===== src/rtl/spe_col_classifier.sv =====
module spe_col_classifier #(
  parameter int COLS    = 87,
  parameter int ROWS    = 9,
  parameter int STUFF_A = 30,
  parameter int STUFF_B = 59,
  parameter int GROUPS  = 7,
  localparam int CW = $clog2(COLS + 1),
  localparam int RW = $clog2(ROWS + 1),
  localparam int GW = $clog2(GROUPS + 1)
) (
  input  logic          clk,
  input  logic          rst_n,
  input  logic          spe_start,
  input  logic          byte_en,
  input  logic          vt2_mode,
  output logic [1:0]    cls,
  output logic [CW-1:0] col,
  output logic [RW-1:0] row,
  output logic [GW-1:0] vt_group,
  output logic [2:0]    vt_num
);

  logic          locked;
  logic [CW-1:0] col_q;
  logic [RW-1:0] row_q;
  logic [CW-1:0] cur_col, pidx, grp0, blk, vt0;
  logic [RW-1:0] cur_row;
  logic          active, is_poh, is_stuff;

  assign active   = byte_en & (spe_start | locked);
  assign cur_col  = spe_start ? CW'(1) : col_q;
  assign cur_row  = spe_start ? RW'(1) : row_q;
  assign is_poh   = (cur_col == CW'(1));
  assign is_stuff = (cur_col == CW'(STUFF_A)) || (cur_col == CW'(STUFF_B));

  assign pidx = cur_col - CW'(2) - CW'(cur_col > CW'(STUFF_A)) - CW'(cur_col > CW'(STUFF_B));
  assign grp0 = pidx % CW'(GROUPS);
  assign blk  = pidx / CW'(GROUPS);
  assign vt0  = vt2_mode ? (blk % CW'(3)) : (blk % CW'(4));

  always_comb begin
    cls      = 2'd0;
    col      = '0;
    row      = '0;
    vt_group = '0;
    vt_num   = '0;
    if (active) begin
      col = cur_col;
      row = cur_row;
      if (is_poh)        cls = 2'd1;
      else if (is_stuff) cls = 2'd2;
      else begin
        cls      = 2'd3;
        vt_group = GW'(grp0) + GW'(1);
        vt_num   = 3'(vt0) + 3'd1;
      end
    end
  end

  always_ff @(posedge clk or negedge rst_n) begin
    if (!rst_n) begin
      locked <= 1'b0;
      col_q  <= CW'(1);
      row_q  <= RW'(1);
    end else if (active) begin
      locked <= 1'b1;
      if (cur_col == CW'(COLS)) begin
        col_q <= CW'(1);
        row_q <= (cur_row == RW'(ROWS)) ? RW'(1) : cur_row + RW'(1);
      end else begin
        col_q <= cur_col + CW'(1);
        row_q <= cur_row;
      end
    end
  end

endmodule



===== config.mk =====
export PLATFORM = sky130hd
export DESIGN_NAME = spe_col_classifier
export DESIGN_NICKNAME = d
export VERILOG_FILES = /design/src/rtl/spe_col_classifier.sv
export SDC_FILE = /design/constraint.sdc
export NUM_CORES = 1
export LEC_CHECK = 0
export ABC_AREA = 1
export CORE_AREA = 2 2 63 65
export CTS_CLUSTER_DIAMETER = 150
export DETAILED_ROUTE_END_ITERATION = 10
export DIE_AREA = 0 0 65 67
export PLACE_DENSITY_LB_ADDON = 0.15
export RECOVER_POWER = 100
export SYNTH_ARGS = -nofsm -noshare
export SYNTH_HDL_FRONTEND = slang
export SYNTH_SLANG_ARGS = --single-unit
export TNS_END_PERCENT = 5

===== constraint.sdc =====
create_clock -name clk -period 22.2 [get_ports clk]
set_input_delay 6.66 -clock clk [delete_from_list [all_inputs] [get_ports clk]]
set_output_delay 6.66 -clock clk [all_outputs]
set_load 0.02 [all_outputs]

=== After elaboration in Yosys (flattened, before gate mapping) ===
Index checks and enable logic that the tools add are counted.

* Register bits: 12
* Output and inout port bits: 19
* Logic and storage cells: 40

* Add/subtract/negate cells: 7
* Div/mod/pow operators: 3
* Magnitude comparators: 2
* Eq/ne operators: 5
* Multiplexer cells: 17
* Bitwise logic cells: 2
* Reduce and logical (&&, ||, !) cells: 1

{| class="wikitable"
|+ Operators by type and width
! kind !! number
|-
| $mux W3 || 7
|-
| $mux W7 || 3
|-
| $mux W4 || 4
|-
| $sub A7 B1 Y7 || 2
|-
| $add A7 B1 Y7 const B || 1
|-
| $div A7 B3 Y7 const B || 1
|-
| $eq A7 B1 Y1 const B || 1
|-
| $eq A7 B5 Y1 const B || 1
|-
| $eq A7 B6 Y1 const B || 1
|-
| $eq A7 B7 Y1 const B || 1
|-
| $gt A7 B5 Y1 const B || 1
|-
| $gt A7 B6 Y1 const B || 1
|-
| $mod A7 B2 Y7 const B || 1
|-
| $mod A7 B3 Y7 const B || 1
|-
| $sub A7 B2 Y7 const B || 1
|-
| $add A3 B1 Y3 const B || 2
|-
| $add A4 B1 Y4 const B || 1
|-
| $eq A4 B4 Y1 const B || 1
|-
| $mux W2 || 2
|-
| $and A1 B1 Y1 || 1
|-
| $logic_or A1 B1 Y1 || 1
|-
| $mux W1 || 1
|-
| $or A1 B1 Y1 || 1
|}

=== Depth between registers and ports, before layout ===
Gate-level depths: netlist of the first run.

* Depth after elaboration: 11
* Mapped depth: 50
* Gate-level depth less buffers: 49

=== Worst setup path after synthesis of the first run ===
Ideal clock, no wire load.

* Path kind: input to output
* Start point: input port spe_start
* End point: output port vt_num[2]
* Arrival: 11857 ps
* Data required time: 15540 ps
* Slack: 3683 ps
* Stages on the path: 44
* Path buffers: 1
* Path through: buf_6 nor2_1 ha_1 nand3_1 nor3_1 a31oi_1 fa_1 inv_1 ha_1 inv_1 ha_1 xnor2_2 nand3_2 nand2_2 nand4_1 nand2_1 nand2_4 o21ai_2 (+8 left out) nand2_2 nand3_4 nand2_4 nand2_1 nand2_2 ha_1 o211a_1 o21ai_0 nor2_1 nand3_2 nand2_1 nand2_1 nand2_2 ha_1 inv_1 nand3_1 nand2_1 nor2_1

* Cells in the longest elaborated chain, start to end: 11
* Elaborated cells on any way between the ends: 19
* Those cells by class: add/sub: 4; div: 2; order compare: 2; eq/ne: 3; mux: 5; bitwise: 2; reduce/logical: 1

{| class="wikitable"
|+ Ends and longest elaborated chain
! item !! RTL line !! text
|-
| start, declared || 13 || <nowiki>input logic spe_start,</nowiki>
|-
| $mux W7 || 31 || <nowiki>assign cur_col = spe_start ? CW'(1) : col_q;</nowiki>
|-
| $sub A7 B2 Y7 / $gt A7 B5 Y1 (equally long branches) || 36 || <nowiki>assign pidx = cur_col - CW'(2) - CW'(cur_col > CW'(STUFF_A)) - CW'(cur_col > CW'(STUFF_B));</nowiki>
|-
| $sub A7 B1 Y7 (2 in a row) || 36 ||
|-
| $div A7 B3 Y7 || 38 || <nowiki>assign blk = pidx / CW'(GROUPS);</nowiki>
|-
| $mod A7 B2 Y7 || 39 || <nowiki>assign vt0 = vt2_mode ? (blk % CW'(3)) : (blk % CW'(4));</nowiki>
|-
| $mux W3 || 39 ||
|-
| $add A3 B1 Y3 || 55 || <nowiki>vt_num = 3'(vt0) + 3'd1;</nowiki>
|-
| $mux W3 || 51 || <nowiki>else if (is_stuff) cls = 2'd2;</nowiki>
|-
| $mux W3 || 50 || <nowiki>if (is_poh) cls = 2'd1;</nowiki>
|-
| $mux W3 * || 47 || <nowiki>if (active) begin</nowiki>
|-
| end, declared || 20 || <nowiki>output logic [2:0] vt_num</nowiki>
|}

Every way passes the cells marked *; elsewhere a longest branch is shown, timed or not.

=== Worst setup path in the final report of the first run ===
Ends and elaborated chain as after synthesis.

==> results.json, run 1 <==
{
  "wire_per_inst_um": 11.0,
  "fin_skew_ns": 0.0113,
  "cpMaxStageDelayCell": "dlygate4sd3_1",
  "status": "completed",
  "rows": 22,
  "drt_iter0_markers": 60,
  "fin_cells": 371,
  "cts_resized": 0,
  "io_pins": 24,
  "synth_seq_cells": 12,
  "clk_latency_ns": 0.25,
  "die_w_um": 65,
  "yosysSeqAreaShare_pct": 15.5,
  "grt_setup_unrepaired": "no",
  "cts_tree": "built",
  "crit_required_ns": 15.54,
  "grt-ovfl-total": 0,
  "yosys-top-cells-count": "nand2_1, inv_1, nand3_1",
  "dp.cells": 367,
  "worst_hold_slack_ns": 0.481,
  "synth_fp_nets": 317,
  "swShare_pct": 57.0,
  "final_layout_size_suffix_gt1_share_pct": 16.4,
  "cts_max_level": 1,
  "cp_num_buf_inv": 7,
  "arrival_ns": 13.86,
  "totalWireLength_mm": 4.08,
  "yosys.cell_count.top_type": "nand2_1",
  "via_count": 1873,
  "clock_path_buffers": 2,
  "criticalPathCategory": "primary input to primary output",
  "critical-path-max-stage-delay_ns": 0.72,
  "nets": 342,
  "p_leak_nw": 1.21,
  "internal-power_w": 0.000153,
  "dpl.hpwl_mm": 3.25,
  "globalplace.congestion": 0.864,
  "synth_top_area_share_pct": 12.8,
  "holdBufCountCts": 0,
  "min_path_type": "flop to flop",
  "clock-sinks": 12,
  "pwr-share-comb_pct": 86.7,
  "area_growth_pct": 16.0,
  "grt_start_max_net_pins": 23,
  "synth_area_per_cell_um2": 6.54,
  "grt_pass1_vias": 1638,
  "die_y_um": 67,
  "maxSlewViolCount": 0,
  "fin_crit_sh_pct": 92.4,
  "synthDistinctLibCells": 44,
  "synth.largest_area_cell": "dfrtp_1",
  "final.setup.tns_ns": 0,
  "netlist_area_um2": 1950,
  "ys.flop_type": "dfrtp_1",
  "io_buffers": 23,
  "worst_pin_slew_ns": 0.813,
  "crit_family": "simple AND/OR/NAND/NOR gates",
  "cp_max_fo": 10,
  "antenna_found_initial": 0,
  "coreArea_um2": 3610,
  "cts_buffers": 3,
  "setup_violations": 0,
  "insertedDiodeCount": 0,
  "p_per_area_nw_per_um2": 157,
  "drc": 0,
  "crit_top_cell": "nand2_1",
  "async_flop_share_pct": 100,
  "hold_viol_final": 0,
  "max_freq_ghz": 0.0487,
  "setup_slack_ns": 1.68,
  "post_cts_buffers": 0,
  "grt_use_total_pct": 20.8,
  "clkTransAtPathRegs_ns": 0.05,
  "max-slew-margin-rel_pct": 45.3,
  "root_buffer": "clkbuf_8",
  "syn_inst": 299,
  "postRouteAntennaNets": 0,
  "seqPwrFrac_pct": 7.3,
  "dieArea_um2": 4360,
  "synth_edf_count": 0,
  "clkPwrFrac_pct": 6.1,
  "via_per_inst": 5.05,
  "first_pass_iters": 4,
  "irDropWorstVdd_mv": 0.146,
  "switching_power_w": 0.000203,
  "cp-end-kind": "primary output",
  "initial_utilization_pct": 54.2,
  "fin_crit_ns": 20.52,
  "drv_cap": 0,
  "grt_pass1_wl_mm": 7.22,
  "synth_warnings": 0,
  "pre_cts_slack_ns": 1.97,
  "yosys-top-cells-area": "dfrtp_1, nand2_1, inv_1",
  "startpoint_type": "primary input"
}
## registers in the layout (all words and copies together), names as in the netlist
register / count
row_q: 4
locked: 1
col_q: 7
## layer usage
metal / vias to the layer above / part of all wire (%) / wire length [um] / GRT usage, %
li1: 1013 / - / - / -
met1: 824 / 52 / 2140 / 29.9
met2: 32 / 44 / 1790 / 33.1
met3: 4 / 3.1 / 125 / 3.04
met4: 0 / 0.59 / 24 / 3.99
met5: - / 0 / 0 / 0
## area by class of cell
type                    instances  area, um2
multi-input cells             223       1390
well taps                      48       60.1
clock buffers                   4       45.0
fillers                       344       1340
inverters                      60        235
repair buffers                 24        238
flip-flops and latches         12        303
## cells by family (layout without fill, tap and decap cells)
logic type	count (synthesis)	count (layout)	synth area share [%]
adder cells (fa/ha/maj)	13	13	8.71
buffers and inverters	64	88	13.2
AND/OR/NAND/NOR	165	165	46.5
AO/OA/AOI/OAI	37	37	12.2
XOR/XNOR	8	8	3.97
flip-flops	12	12	15.5
## layout by cell type, fill, tap and decap left out, drive strengths merged, types with 4 or more instances in the layout
master	netlist	final
a21oi	7	7
clkbuf	3	4
dfrtp	10	10
dlygate4sd3	0	20
ha	12	12
inv	59	59
nand2	88	88
nand3	31	31
nand4	8	8
nor2	30	30
nor3	4	4
o21ai	20	20
xor2	5	5
## worst paths after layout
path	slack, ns	startpoint	end	cells past startpoint
max in group asynchronous	14.94	rst_n	locked	1
worst min register to register	0.48	locked	locked	1
worst max register to register	19.59	col_q[1]	row_q[2]	10
worst max-delay path	1.68	spe_start	vt_num[2]	45
worst min-delay path	0.48	locked	locked	1
min in group asynchronous	6.86	rst_n	col_q[3]	1
## power by group through the flow
| stage | combinational (W) | sequential (W) | clock [W] |
|---|---|---|---|
| floorplan | 0.000256 | 0.0000256 | 0 |
| global placement | 0.000309 | 0.0000262 | 0 |
| detailed placement | 0.000313 | 0.0000262 | 0 |
| CTS | 0.000315 | 0.0000258 | 0.0000221 |
| global route | 0.000354 | 0.0000260 | 0.0000227 |
| finish | 0.000308 | 0.0000258 | 0.0000217 |
## through the flow
stage / total power (W) / utilization [%] / instance area, um2
final: 0.000356 / 62.9 / 2270
after floorplan: 0.000281 / - / 1950
after global placement: 0.000335 / 61.8 / 2230
after CTS: 0.000363 / 63.1 / 2270
after global routing: 0.000403 / 62.9 / 2270
after detailed placement: 0.000340 / 61.8 / 2230
No activity file was read; power rests on OpenSTA's default activity.
==> run 2: changes to the inputs <==
SETUP_SLACK_MARGIN = 0.05   (was default)
clock period = 22 ns   (was 22.2 ns; I/O delays follow)
==> results of run 2 <==
Same layout as run 1 (identical final DEF). Status: completed.
Among the figures that moved: setup slack after placement 1.97 ns -> 1.89 ns; setup slack after layout 1.68 ns -> 1.60 ns; register-to-register setup slack 19.59 ns -> 19.39 ns; total power 0.000356 W -> 0.000359 W; worst IR drop on VDD 0.146 mV -> 0.148 mV
